--- config.mk ---
export PLATFORM = sky130hd
export DESIGN_NAME = pin_event_counter
export DESIGN_NICKNAME = d
export VERILOG_FILES = /design/src/rtl/pec_pkg.sv /design/src/rtl/pec_sync.sv /design/src/rtl/pec_regs.sv /design/src/rtl/pec_accum.sv /design/src/rtl/pec_pindrive.sv /design/src/rtl/pin_event_counter.sv
export SDC_FILE = /design/constraint.sdc
export NUM_CORES = 1
export LEC_CHECK = 0
export BUFFER_PORTS_ARGS = -buffer_cell sky130_fd_sc_hd__buf_2
export CAP_MARGIN = 40
export CORE_MARGIN = 4
export CORE_UTILIZATION = 45
export CTS_CLUSTER_SIZE = 30
export DETAILED_ROUTE_END_ITERATION = 10
export PLACE_DENSITY = 0.68
export SETUP_SLACK_MARGIN = 0.05
export SYNTH_ARGS = -nofsm -noshare
export SYNTH_HDL_FRONTEND = slang
export SYNTH_SLANG_ARGS = --single-unit
--- constraint.sdc ---
create_clock -name clk -period 3.55 [get_ports clk]
set_input_delay 0.355 -clock clk [delete_from_list [all_inputs] [get_ports clk]]
set_output_delay 0.355 -clock clk [all_outputs]
set_load 0.01 [all_outputs]
--- src/rtl/pec_pkg.sv ---
package pec_pkg;
   localparam int MODE_W = 5;
   localparam logic [MODE_W-1:0] MODE_OFF  = 5'b00000;
   localparam logic [MODE_W-1:0] MODE_DUTY = 5'b00110;
   localparam logic [MODE_W-1:0] MODE_AND  = 5'b11000;

   localparam int WSEL_W = 2;
   localparam logic [WSEL_W-1:0] WSEL_CTRL  = 2'd0;
   localparam logic [WSEL_W-1:0] WSEL_FREQ  = 2'd1;
   localparam logic [WSEL_W-1:0] WSEL_PHASE = 2'd2;
endpackage

--- src/rtl/pec_sync.sv ---
module pec_sync #(
   parameter int WIDTH  = 32,
   parameter int STAGES = 2
) (
   input  logic             clk,
   input  logic             rst_n,
   input  logic [WIDTH-1:0] d,
   output logic [WIDTH-1:0] q
);
   if (STAGES < 2) begin : g_bad_stages
      $error("pec_sync: STAGES must be at least 2");
   end

   logic [STAGES-1:0][WIDTH-1:0] chain;

   always_ff @(posedge clk or negedge rst_n) begin
      if (!rst_n) begin
         chain <= '0;
      end else begin
         chain <= {chain[STAGES-2:0], d};
      end
   end

   assign q = chain[STAGES-1];
endmodule

--- src/rtl/pec_regs.sv ---
module pec_regs
   import pec_pkg::*;
#(
   parameter int DATA_W = 32,
   parameter int SEL_W  = 5
) (
   input  logic              clk,
   input  logic              rst_n,
   input  logic              wr_en,
   input  logic [WSEL_W-1:0] wr_sel,
   input  logic [DATA_W-1:0] wr_data,
   output logic [MODE_W-1:0] mode,
   output logic [SEL_W-1:0]  sel_a,
   output logic [SEL_W-1:0]  sel_b,
   output logic [DATA_W-1:0] freq
);
   localparam int CTRL_W = 2*SEL_W + MODE_W;

   if (DATA_W < CTRL_W) begin : g_bad_width
      $error("pec_regs: DATA_W too narrow for the control word");
   end

   logic [CTRL_W-1:0] ctrl_q;
   logic [DATA_W-1:0] freq_q;

   always_ff @(posedge clk or negedge rst_n) begin
      if (!rst_n) begin
         ctrl_q <= '0;
         freq_q <= '0;
      end else if (wr_en) begin
         if (wr_sel == WSEL_CTRL) ctrl_q <= wr_data[CTRL_W-1:0];
         if (wr_sel == WSEL_FREQ) freq_q <= wr_data;
      end
   end

   assign sel_a = ctrl_q[SEL_W-1:0];
   assign sel_b = ctrl_q[2*SEL_W-1:SEL_W];
   assign mode  = ctrl_q[CTRL_W-1:2*SEL_W];
   assign freq  = freq_q;
endmodule

--- src/rtl/pec_accum.sv ---
module pec_accum #(
   parameter int ACC_W = 32
) (
   input  logic             clk,
   input  logic             rst_n,
   input  logic             step_en,
   input  logic             load_en,
   input  logic [ACC_W-1:0] load_val,
   input  logic [ACC_W-1:0] addend,
   output logic [ACC_W-1:0] acc,
   output logic             carry
);
   localparam int SUM_W = ACC_W + 1;

   logic [SUM_W-1:0] sum;
   logic [ACC_W-1:0] acc_q;
   logic             carry_q;

   assign sum = {1'b0, acc_q} + {1'b0, addend};

   always_ff @(posedge clk or negedge rst_n) begin
      if (!rst_n) begin
         acc_q   <= '0;
         carry_q <= 1'b0;
      end else if (load_en) begin
         acc_q   <= load_val;
         carry_q <= 1'b0;
      end else if (step_en) begin
         acc_q   <= sum[ACC_W-1:0];
         carry_q <= sum[ACC_W];
      end else begin
         carry_q <= 1'b0;
      end
   end

   assign acc   = acc_q;
   assign carry = carry_q;
endmodule

--- src/rtl/pec_pindrive.sv ---
module pec_pindrive #(
   parameter int PIN_COUNT = 32,
   parameter int SEL_W     = 5
) (
   input  logic                 drive_en,
   input  logic [SEL_W-1:0]     sel,
   input  logic                 level,
   output logic [PIN_COUNT-1:0] pin_out,
   output logic [PIN_COUNT-1:0] pin_oe
);
   for (genvar p = 0; p < PIN_COUNT; p++) begin : g_pin
      assign pin_oe[p]  = drive_en && (sel == SEL_W'(p));
      assign pin_out[p] = pin_oe[p] && level;
   end
endmodule

--- src/rtl/pin_event_counter.sv ---
module pin_event_counter
   import pec_pkg::*;
#(
   parameter int ACC_W       = 32,
   parameter int PIN_COUNT   = 32,
   parameter int SYNC_STAGES = 2
) (
   input  logic                 clk,
   input  logic                 rst_n,
   input  logic                 wr_en,
   input  logic [1:0]           wr_sel,
   input  logic [ACC_W-1:0]     wr_data,
   input  logic [PIN_COUNT-1:0] pin_in,
   output logic [PIN_COUNT-1:0] pin_out,
   output logic [PIN_COUNT-1:0] pin_oe,
   output logic [ACC_W-1:0]     acc_value
);
   localparam int SEL_W = $clog2(PIN_COUNT);

   if (PIN_COUNT < 2 || (1 << SEL_W) != PIN_COUNT) begin : g_bad_pins
      $error("pin_event_counter: PIN_COUNT must be a power of two");
   end
   if (ACC_W < 2*SEL_W + MODE_W) begin : g_bad_acc
      $error("pin_event_counter: ACC_W too narrow");
   end

   logic [MODE_W-1:0]    mode_q;
   logic [SEL_W-1:0]     sel_a_q;
   logic [SEL_W-1:0]     sel_b_q;
   logic [ACC_W-1:0]     freq_q;
   logic [PIN_COUNT-1:0] pin_sync;
   logic                 carry_q;
   logic                 phase_wr;
   logic                 duty_on;
   logic                 and_hit;
   logic                 step_en;

   pec_regs #(.DATA_W(ACC_W), .SEL_W(SEL_W)) regs_i (
      .clk     (clk),
      .rst_n   (rst_n),
      .wr_en   (wr_en),
      .wr_sel  (wr_sel),
      .wr_data (wr_data),
      .mode    (mode_q),
      .sel_a   (sel_a_q),
      .sel_b   (sel_b_q),
      .freq    (freq_q)
   );

   pec_sync #(.WIDTH(PIN_COUNT), .STAGES(SYNC_STAGES)) sync_i (
      .clk   (clk),
      .rst_n (rst_n),
      .d     (pin_in),
      .q     (pin_sync)
   );

   assign phase_wr = wr_en && (wr_sel == WSEL_PHASE);
   assign duty_on  = (mode_q == MODE_DUTY);
   assign and_hit  = (mode_q == MODE_AND) && pin_sync[sel_a_q] && pin_sync[sel_b_q];
   assign step_en  = duty_on || and_hit;

   pec_accum #(.ACC_W(ACC_W)) accum_i (
      .clk      (clk),
      .rst_n    (rst_n),
      .step_en  (step_en),
      .load_en  (phase_wr),
      .load_val (wr_data),
      .addend   (freq_q),
      .acc      (acc_value),
      .carry    (carry_q)
   );

   pec_pindrive #(.PIN_COUNT(PIN_COUNT), .SEL_W(SEL_W)) drive_i (
      .drive_en (duty_on),
      .sel      (sel_a_q),
      .level    (carry_q),
      .pin_out  (pin_out),
      .pin_oe   (pin_oe)
   );
endmodule

# After elaboration in Yosys (flattened, before gate mapping)

Index checks and enable logic that the tools add are counted.

Bits in registers: 144
Output and inout bits: 96
Logic and storage cells: 125

Add/sub/neg operators: 1
Magnitude comparators: 2
Equality and inequality tests: 35
Mux-type cells: 8
Reductions and logical operators: 73

Operators with widths:

| cell                                                | count |
|---|---|
| == test 5 bit (second input constant)               | 17 |
| logical AND 1 bit                                   | 67 |
| two-way mux 32 bit                                  | 2 |
| == test 5 x 4 -> 1 bit (second input constant)      | 8 |
| adder 32 x 32 -> 33 bit                             | 1 |
| == test 5 x 3 -> 1 bit (second input constant)      | 5 |
| < comparator 5 x 6 -> 1 bit (second input constant) | 2 |
| binary-select mux 1 bit (select 5 bit)              | 2 |
| == test 5 x 2 -> 1 bit (second input constant)      | 2 |
| == test 5 x 1 -> 1 bit (second input constant)      | 1 |
| logical NOT 5 bit                                   | 1 |
| two-way mux 1 bit                                   | 4 |
| AND reduction 2 bit                                 | 2 |
| == test 2 x 1 -> 1 bit (second input constant)      | 1 |
| == test 2 bit (second input constant)               | 1 |
| logical NOT 2 bit                                   | 1 |
| nonzero test 2 bit                                  | 1 |
| logical OR 1 bit                                    | 1 |

# Longest topological paths before layout

Gate-level depths: netlist of the first run.

Word-level depth: 7
Mapped depth: 13
Mapped depth without buffers: 11

# Modules after synthesis

A second synthesis of the first run with hierarchy kept.

Cell total of the unflattened synthesis: 737
Area, all modules: 8023.9 sq um

Modules (own cells, without submodules):

| module            | instances | cells an instance | area each (sq um) | sequential area each (sq um) |
|---|---|---|---|---|
| pec_accum         | 1         | 385               | 3266.9            | 825.8 |
| pec_sync          | 1         | 96                | 1841.8            | 1601.5 |
| pec_regs          | 1         | 100               | 1784.2            | 1176.1 |
| pin_event_counter | 1         | 59                | 626.9             | 0.0 |
| pec_pindrive      | 1         | 97                | 504.2             | 0.0 |

# Least setup slack after synthesis of the first run

No wires, ideal clock.

Kind: register to register
Start point: register accum_i.acc_q[0] (netlist: accum_i.acc[0])
End point: register accum_i.carry_q (netlist: accum_i.carry)
Data arrival time: 2.966 ns
Slack: 0.452 ns
Cell stages (with the launch flop): 12
Period minus slack after synthesis: 3.098 ns
Path through: dfrtp_1 -> ha_1 -> fa_1 -> a21o_1 -> a21oi_1 -> o211ai_1 -> a31oi_1 -> o31ai_1 -> a221oi_1 -> o21ai_0 -> a2111oi_0 -> nor2_1

Longest elaborated chain between the ends: 3

RTL lines:

| item                     | RTL line        | text |
|---|---|---|
| start: declaration       | pec_accum.sv:16 | `logic [ACC_W-1:0] acc_q;` |
| start signal: assignment | pec_accum.sv:26 | `acc_q <= load_val;` |
| start signal: assignment | pec_accum.sv:29 | `acc_q <= sum[ACC_W-1:0];` |
| adder 32 x 32 -> 33 bit  | pec_accum.sv:19 | `assign sum = {1'b0, acc_q} + {1'b0, addend};` |
| two-way mux 1 bit        | pec_accum.sv:28 | `end else if (step_en) begin` |
| two-way mux 1 bit        | pec_accum.sv:25 | `end else if (load_en) begin` |
| end signal: assignment   | pec_accum.sv:30 | `carry_q <= sum[ACC_W];` |
| end: declaration         | pec_accum.sv:17 | `logic carry_q;` |

No other way between the ends.
A chain may end at the register's enable or synchronous reset.

# Final worst setup path of the first run

Same ends and word-level chain as after synthesis.

==> impl_metrics.ini, run 1 <==
[cells_and_area]
antenna_cells = 0
fillers = 1409
final_cell_area_mm2 = 0.009016
utilization_pct = 56.55
drive_gt1_share_pct = 32.18
final_cell_mix = 163 x buf_2, 144 x dfrtp_1, 110 x nor2_1, 65 x nand2_1, 49 x mux2_2
fin_cells = 1080
nets = 953
area_delta_synth_final_pct = 22.66
final_common_cell = buf_2

[detailed_routing]
post-route-drc-count = 0
num_vias = 5614
vias_per_cell = 5.198
wl_mm = 17.01
drt_pass1_iterations = 5
drtAntennaViolNets = 0
wl_per_cell_um = 15.75
drtIter0Drc = 329

[cts]
cts-resized-gates = 0
cts_buffer_depth = 2
clock_latency_ns = 0.43
path_clk_slew_ns = 0.06
htree_levels = 4
clock_tree.root_cell = clkbuf_16
cts_buffers = 17
cts_tree = built
ctsHoldBuffers = 0
clock_sinks = 144
postCtsSetupRepairBufs = 0

[yosys]
ys_ff_latch = 144
yosysSeqAreaShare_pct = 49.02
synth-xor-area-share_pct = 2.979
ys_types = 49
synth.area.mux_share_pct = 15.51
synth_fa_ha_area_share_pct = 5.719
synth-compound-area-share_pct = 11.32
yosys_warnings = 0
synth_ff_type = dfrtp_1
synth_edf_count = 0
syn_area_per_cell_um2 = 10.64
synth_simple_gate_area_share_pct = 12.90
syn_area_mm2 = 0.007351
synth_top_family_by_area = multiplexers
synthCells = 691
syn-num-nets = 793
synth-async-reset-ratio_pct = 100.0

[grt]
grtUsageMet1_pct = 26.22
grt_util_met3_pct = 5.107
grt_overflow = 0
grt_use_met2_pct = 30.39
grt_pass1_wl_mm = 28.23
antenna_found_initial = 1
grt_max_degree = 95
grt_pass1_vias = 5615
grtUsageTotal_pct = 19.17
top_usage_layer = met2

[placement]
hpwl_mm = 12.55
dpl_cell_area_mm2 = 0.008407
place.gp.congestion = 0.8292
portBuffers = 164
dp.cells = 1048

[sta]
maxSlewHeadroom_pct = 43.58
fin_tns_setup_ns = 0
skew_ns = 0.01086
fmaxAchievable_mhz = 310.3
finalSetupViolCount = 0
hold_violations = 0
period_needed_ns = 3.223
fin_crit_sh_pct = 90.79
worst_slew_pin_slew_ns = 0.8463
hold_ws_ns = 0.002391
rsz0062_at_grt = false
slew_violations = 0

[flow_run]
maxCapViolCount = 0

[die]
rows = 46
die_y_um = 135.8
dieArea_mm2 = 0.01844
initial_core_util_pct = 46.11
core_area_mm2 = 0.01594
die_x_um = 135.8
ioPinCount = 165

[power_and_ir_drop]
peakVddDrop_mv = 0.4552
p_leak_nw = 4.166
p_per_area_mw_per_mm2 = 765.5

[setup_path]
arrival_ns = 3.53
endpoint_kind = flop
critPathMaxFanout = 4
start_kind = flop
required_ns = 3.85
crit_type = flop to flop

[worst_hold_path]
hp-class = primary input to asynchronous set/reset pin

[outcome]
outcome = finished, final reports clean
-- path summary, 6_finish.rpt --
kind / cells past startpoint / slack (ns) / startpoint / end
setup / recovery: 11 / 0.33 / accum_i.acc[0]$_DFFE_PN0P_ / accum_i.carry$_DFF_PN0_
hold / removal: 1 / 0.002 / rst_n / accum_i.acc[17]$_DFFE_PN0P_
min in group clk: 1 / 0.03 / pin_in[3] / sync_i.chain[3]$_DFF_PN0_
setup reg to reg: 11 / 0.33 / accum_i.acc[0]$_DFFE_PN0P_ / accum_i.carry$_DFF_PN0_
hold reg to reg: 0 / 0.35 / sync_i.chain[19]$_DFF_PN0_ / sync_i.q[19]$_DFF_PN0_
max in group asynchronous: 2 / 2.61 / rst_n / sync_i.chain[1]$_DFF_PN0_
-- cells in the mapped netlist, drive strengths merged, types with 11 or more instances --
cell,count,area share [%]
buf,11,0.87
o21ai,38,2.6
mux2,49,7.5
a21oi,44,3.0
nand2,65,3.3
xnor2,16,1.9
ha,32,5.4
mux4,19,5.8
nand3,14,0.95
mux2i,16,2.2
nor2,110,5.6
dfrtp,144,49
a21o,16,1.6
clkbuf,23,1.2
-- state kept, by name, summed over array words and instances, names as in the netlist --
register,cells
accum_i.acc,32
accum_i.carry,1
regs_i.ctrl_q,15
regs_i.freq,32
sync_i.chain,32
sync_i.q,32
-- power by group --
| part | total [W] | internal [W] | switching (W) |
|---|---|---|---|
| clock network | 0.00183 | 0.00106 | 0.000765 |
| registers | 0.00222 | 0.00195 | 0.000272 |
| logic | 0.00285 | 0.00132 | 0.00153 |
-- logic make-up after synthesis --
| group | after synthesis |
|---|---|
| and+or+nand+nor | 224 |
| DFF | 144 |
| AOI/OAI and AO/OA | 137 |
| muxes | 84 |
| buffers and inverters | 44 |
| adders and majority gates | 33 |
| xor gates and xnor gates | 25 |
-- per-stage QoR --
stage,power (W),setup slack (ns)
after global routing,0.007437,0.07832
after global placement,0.005062,0.3305
after floorplan,0.004314,0.4523
after CTS,0.006940,0.2510
after detailed placement,0.005086,0.2768
final,0.006902,0.3269
-- layout make-up --
class | instances | area, µm² | share of cell area, %
Clock buffer | 18 | 429.2 | 4.760
Clock inverter | 14 | 173.9 | 1.929
Inverter | 10 | 37.54 | 0.4163
Multi-Input combinational cell | 503 | 3572 | 39.62
Sequential cell | 144 | 3603 | 39.97
Tap cell | 216 | 270.3 | 2.997
Timing Repair Buffer | 175 | 929.6 | 10.31
-- per-layer routing --
| metal | vias to the layer above | wire length, µm |
|---|---|---|
| li1 | 2775 | - |
| met1 | 2674 | 7726 |
| met2 | 139 | 8066 |
| met3 | 24 | 997 |
| met4 | 2 | 211 |
| met5 | - | 10 |
-- worst max-delay path: stages (launching register included) --
cell       delay, ns
dfrtp_1         0.40
ha_1            0.25
fa_1            0.43
a21o_1          0.21
a21oi_1         0.28
o211ai_1        0.22
a31oi_1         0.28
o31ai_1         0.16
a221oi_2        0.30
o21ai_0         0.12
a2111oi_0       0.40
nor2_1          0.07
No activity file was read; power rests on OpenSTA's default activity.
==> inputs of run 2 (changes only) <==
Settings changed: CTS_BUF_LIST set to sky130_fd_sc_hd__clkbuf_4 sky130_fd_sc_hd__clkbuf_8.
==> impl_metrics.ini, run 2 (synthesis results as in run 1) <==
[outcome]
outcome = finished, final reports clean

[sta]
maxSlewHeadroom_pct = 43.54
fmaxAchievable_mhz = 311.2
hold_violations = 0
finalSetupViolCount = 0
period_needed_ns = 3.213
rsz0062_at_grt = false
fin_tns_setup_ns = 0
skew_ns = 0.01184
fin_crit_sh_pct = 90.52
slew_violations = 0
hold_ws_ns = 0.1220
worst_slew_pin_slew_ns = 0.8468

[power_and_ir_drop]
p_per_area_mw_per_mm2 = 705.3
power.share.switching_pct = 38.88
power.switching_w = 0.002512
p_int_w = 0.003949
p_leak_nw = 4.220
sequentialPowerShare_pct = 34.4
combPwrFrac_pct = 44.5
p_total_w = 0.006462
pwr-share-clk_pct = 21.1
peakVddDrop_mv = 0.4227

[die]
rows = 46
die_y_um = 135.8
dieArea_mm2 = 0.01844
core_area_mm2 = 0.01594
ioPinCount = 165
die_x_um = 135.8
initial_core_util_pct = 46.11

[cells_and_area]
drive_gt1_share_pct = 31.10
fillers = 1403
nets = 986
area_delta_synth_final_pct = 24.63
final_common_cell = buf_2
final_cell_mix = 163 x buf_2, 144 x dfrtp_1, 110 x nor2_1, 65 x nand2_1, 49 x mux2_2

[cts]
clock_latency_ns = 0.45
path_clk_slew_ns = 0.09
cts_buffer_depth = 2
cts_tree = built
clock_sinks = 144
clock_tree.root_cell = clkbuf_8
cts_buffers = 17
postCtsSetupRepairBufs = 0
htree_levels = 4

[setup_path]
required_ns = 3.87
start_kind = flop
arrival_ns = 3.54
critPathMaxFanout = 4
max_stage_delay_ns = 0.43
cp_top_family = compound AO/OA/AOI/OAI gates
slowest_stage = fa_1
worst-path-buf-inv = 0
crit_type = flop to flop
cp_cell_sequence = ha_1 > fa_1 > a21o_1 > a21oi_1 > o211ai_1 > a31oi_1 > o31ai_1 > a221oi_2 > o21ai_0 > a2111oi_0 > nor2_1
endpoint_kind = flop

[placement]
place.gp.congestion = 0.8292
hpwl_mm = 12.55
portBuffers = 164

[grt]
grt_pass1_vias = 5780
grt_overflow = 0
grt_util_met3_pct = 5.329
grtUsageTotal_pct = 19.78
grt_max_degree = 95
top_usage_layer = met2
grtUsageMet1_pct = 26.50
grt_pass1_wl_mm = 29.10
grt_use_met2_pct = 32.19
antenna_found_initial = 1

[detailed_routing]
drtIter0Drc = 300
wl_per_cell_um = 15.67
wl_mm = 17.45
post-route-drc-count = 0
vias_per_cell = 5.154
num_vias = 5741
drtAntennaViolNets = 0
drt_pass1_iterations = 4

[worst_hold_path]
hp-class = primary input to flop

[flow_run]
maxCapViolCount = 0
-- run 2: cell type report --
| class | count | area, µm² | area share [%] |
|---|---|---|---|
| Timing Repair Buffer | 208 | 1260 | 13.75 |
| Sequential cell | 144 | 3603 | 39.33 |
| Multi-Input combinational cell | 503 | 3572 | 38.99 |
| Antenna cell | 1 | 2.502 | 0.02731 |
| Clock buffer | 18 | 241.5 | 2.636 |
| Clock inverter | 14 | 173.9 | 1.898 |
| Inverter | 10 | 37.54 | 0.4097 |
| Tap cell | 216 | 270.3 | 2.950 |
-- run 2: what timing repair did --
| item | 4_1_cts | 5_1_grt |
|---|---|---|
| endpoints found under the hold margin | 33 | 0 |
| gates resized for setup | 0 | 1 |
| hold buffers | 33 | 0 |
| endpoints found under the setup margin | 0 | 2 |
-- run 2: per-stage QoR --
step | setup slack, ns | utilization (%) | cell area, µm² | std cells
after global routing | 0.07645 | 57.45 | 9159 | 1113
after floorplan | 0.4523 | - | 7351 | 691
final | 0.3366 | 57.46 | 9161 | 1114
after CTS | 0.2476 | 57.41 | 9153 | 1113
after detailed placement | 0.2768 | 52.73 | 8407 | 1048
after global placement | 0.3305 | 52.56 | 8379 | 1047
-- run 2: worst paths after layout --
kind	start	end	slack, ns	cells past startpoint
setup / recovery	accum_i.acc[0]$_DFFE_PN0P_	accum_i.carry$_DFF_PN0_	0.34	11
hold / removal	wr_data[26]	accum_i.acc[26]$_DFFE_PN0P_	0.12	3
setup reg to reg	accum_i.acc[0]$_DFFE_PN0P_	accum_i.carry$_DFF_PN0_	0.34	11
hold reg to reg	sync_i.chain[16]$_DFF_PN0_	sync_i.q[16]$_DFF_PN0_	0.35	0
max in group asynchronous	rst_n	sync_i.q[24]$_DFF_PN0_	2.07	3
min in group asynchronous	rst_n	accum_i.acc[16]$_DFFE_PN0P_	0.53	2
-- run 2: power groups by stage --
stage                     clock, W  combinational, W  sequential, W
after floorplan                  0           0.00207        0.00224
after CTS                  0.00139           0.00288        0.00223
after detailed placement         0           0.00283        0.00226
final                      0.00136           0.00288        0.00222
after global placement           0           0.00281        0.00225
after global routing       0.00148           0.00324        0.00228
-- run 2: routing by layer --
layer / share of wire (%) / wire length, µm / up-vias
li1: - / - / 2833
met1: 44 / 7740 / 2758
met2: 49 / 8543 / 130
met3: 5.5 / 963 / 18
met4: 1.1 / 196 / 2
met5: 0.040 / 7 / -
-- run 2: tightest hold or removal path: stages --
cell	delay, ns
buf_2	0.09
nand2_1	0.04
o21ai_0	0.06
==> inputs of run 3 (changes only) <==
Settings changed: REMOVE_ABC_BUFFERS set to 1.
Clock period 3.55 ns to 3.2 ns, I/O delays scaled along.
==> impl_metrics.ini, run 3 (synthesis results as in run 1) <==
[worst_hold_path]
hold_start = wr_data[27]
holdPathStages = 3
hold_end = accum_i.acc[27]$_DFFE_PN0P_
hp-class = primary input to flop

[cts]
clock_sinks = 144
cts_tree = built
cts_buffers = 17
clock_latency_ns = 0.46
htree_levels = 4
path_clk_slew_ns = 0.09
clock_tree.root_cell = clkbuf_8
cts_buffer_depth = 2

[die]
core_area_mm2 = 0.01594
rows = 46
dieArea_mm2 = 0.01844
die_y_um = 135.8
die_x_um = 135.8
initial_core_util_pct = 46.11
ioPinCount = 165

[power_and_ir_drop]
pwr-share-clk_pct = 20.9
p_int_w = 0.004471
sequentialPowerShare_pct = 33.9
p_per_area_mw_per_mm2 = 784.5
p_total_w = 0.007265
power.share.switching_pct = 38.46
power.switching_w = 0.002795
combPwrFrac_pct = 45.2
p_leak_nw = 4.272
peakVddDrop_mv = 0.4666

[setup_path]
cp_top_family = compound AO/OA/AOI/OAI gates
r2r_cells = 12
start_kind = flop
crit_type = flop to flop
ff2ff_setup_slack_ns = 0.24
rr_endpoint = accum_i.acc[28]$_DFFE_PN0P_
worst-path-buf-inv = 1
arrival_ns = 3.30
endpoint_kind = flop
max_stage_delay_ns = 0.41
worstReg2RegStart = accum_i.acc[0]$_DFFE_PN0P_
slowest_stage = dfrtp_1
cp_cell_sequence = ha_1 > fa_1 > a21o_1 > a21oi_2 > o211ai_1 > a31oi_1 > o31ai_1 > a221oi_2 > buf_4 > nor2_1 > a311oi_1 > o21ai_0
required_ns = 3.54
critPathMaxFanout = 3

[placement]
pre_cts_ws_ns = 0.04204
portBuffers = 164
hpwl_mm = 12.78
place.gp.congestion = 0.8342

[grt]
grt_overflow = 0
grtUsageTotal_pct = 19.56
grt_pass1_vias = 5853
grt_max_degree = 95
grt_pass1_wl_mm = 28.71
antenna_found_initial = 0

[detailed_routing]
vias_per_cell = 5.176
drtAntennaViolNets = 0
wl_per_cell_um = 15.75
num_vias = 5808
drt_pass1_iterations = 5
post-route-drc-count = 0
drtIter0Drc = 296
wl_mm = 17.67

[sta]
skew_ns = 0.01034
rsz0062_at_grt = true
worst_slack_ns = 0.2414
fmaxAchievable_mhz = 338.0
hold_violations = 0
finalSetupViolCount = 0
slew_violations = 0
maxSlewHeadroom_pct = 45.18
hold_ws_ns = 0.08884
period_needed_ns = 2.959
fin_crit_sh_pct = 92.46
worst_slew_pin_slew_ns = 0.8223

[cells_and_area]
fillers = 1410
antenna_cells = 0
final_common_cell = buf_2
final_cell_mix = 163 x buf_2, 143 x dfrtp_1, 109 x nor2_1, 65 x nand2_1, 49 x mux2_2
area_delta_synth_final_pct = 25.99
drive_gt1_share_pct = 32.23
nets = 995
utilization_pct = 58.09

[outcome]
outcome = finished, final reports clean

[flow_run]
maxCapViolCount = 0
run 3: changes by cell type in the layout (fill, tap and decap cells not counted), sizes merged:
cell	before	now
buf	175	184
clkinv	3	4
clkinvlp	2	1
diode	1	0
run 3: per-layer routing:
metal | vias to the layer above | GRT usage, % | share of wire [%]
met4 | 0 | 5.487 | 1.4
met2 | 116 | 34.15 | 51
met1 | 2813 | 24.32 | 43
met5 | - | 0 | 0
met3 | 21 | 4.663 | 4.0
li1 | 2858 | - | -
run 3: worst max path at each step:
stage / to / depth (start not counted) / start / slack (ns)
after global routing: accum_i.acc[28]$_DFFE_PN0P_ / 12 / accum_i.acc[0]$_DFFE_PN0P_ / -0.009
after floorplan: accum_i.carry$_DFF_PN0_ / 11 / accum_i.acc[0]$_DFFE_PN0P_ / 0.10
after global placement: accum_i.carry$_DFF_PN0_ / 11 / accum_i.acc[0]$_DFFE_PN0P_ / 0.09
final: accum_i.acc[28]$_DFFE_PN0P_ / 12 / accum_i.acc[0]$_DFFE_PN0P_ / 0.24
after CTS: accum_i.acc[28]$_DFFE_PN0P_ / 12 / accum_i.acc[0]$_DFFE_PN0P_ / 0.11
after detailed placement: accum_i.acc[28]$_DFFE_PN0P_ / 12 / accum_i.acc[0]$_DFFE_PN0P_ / 0.04
run 3: area by class of cell:
cell class	count	area, µm²	area share [%]
sequential	144	3605	38.92
multi-input combinational	503	3588	38.75
timing repair buffer	217	1340	14.47
tap	216	270.3	2.918
clock buffer	18	247.7	2.675
clock inverter	14	172.7	1.864
inverter	10	37.54	0.4053
run 3: metrics by stage:
step / setup TNS [ns] / area (µm²) / instances
2_1_floorplan: 0 / 7201 / 657
3_3_place_gp: 0 / 8467 / 1055
3_5_place_dp: 0 / 8482 / 1056
4_1_cts: 0 / 9239 / 1121
5_1_grt: -0.008738 / 9261 / 1122
6_report: 0 / 9261 / 1122
run 3: what timing repair did:
action,CTS,global route
buffers inserted,0,1
pin swaps,0,5
endpoints found under the setup margin,2,11
endpoints found under the hold margin,125,0
cloned,0,0
hold buffers,33,0
gates resized for setup,1,6
run 3: power by group through the flow:
stage          Clock, W  Sequential [W]  Combinational (W)
2_1_floorplan         0         0.00253            0.00223
3_3_place_gp          0         0.00249            0.00317
3_5_place_dp          0         0.00250            0.00320
4_1_cts         0.00156         0.00247            0.00326
5_1_grt         0.00164         0.00251            0.00367
6_report        0.00152         0.00246            0.00328
run 3: tightest hold or removal path: cells and delay by family:
kind | cells | cell delay [ns]
compound gates | 1 | 0.06
buf+inv | 1 | 0.08
simple gates | 1 | 0.04
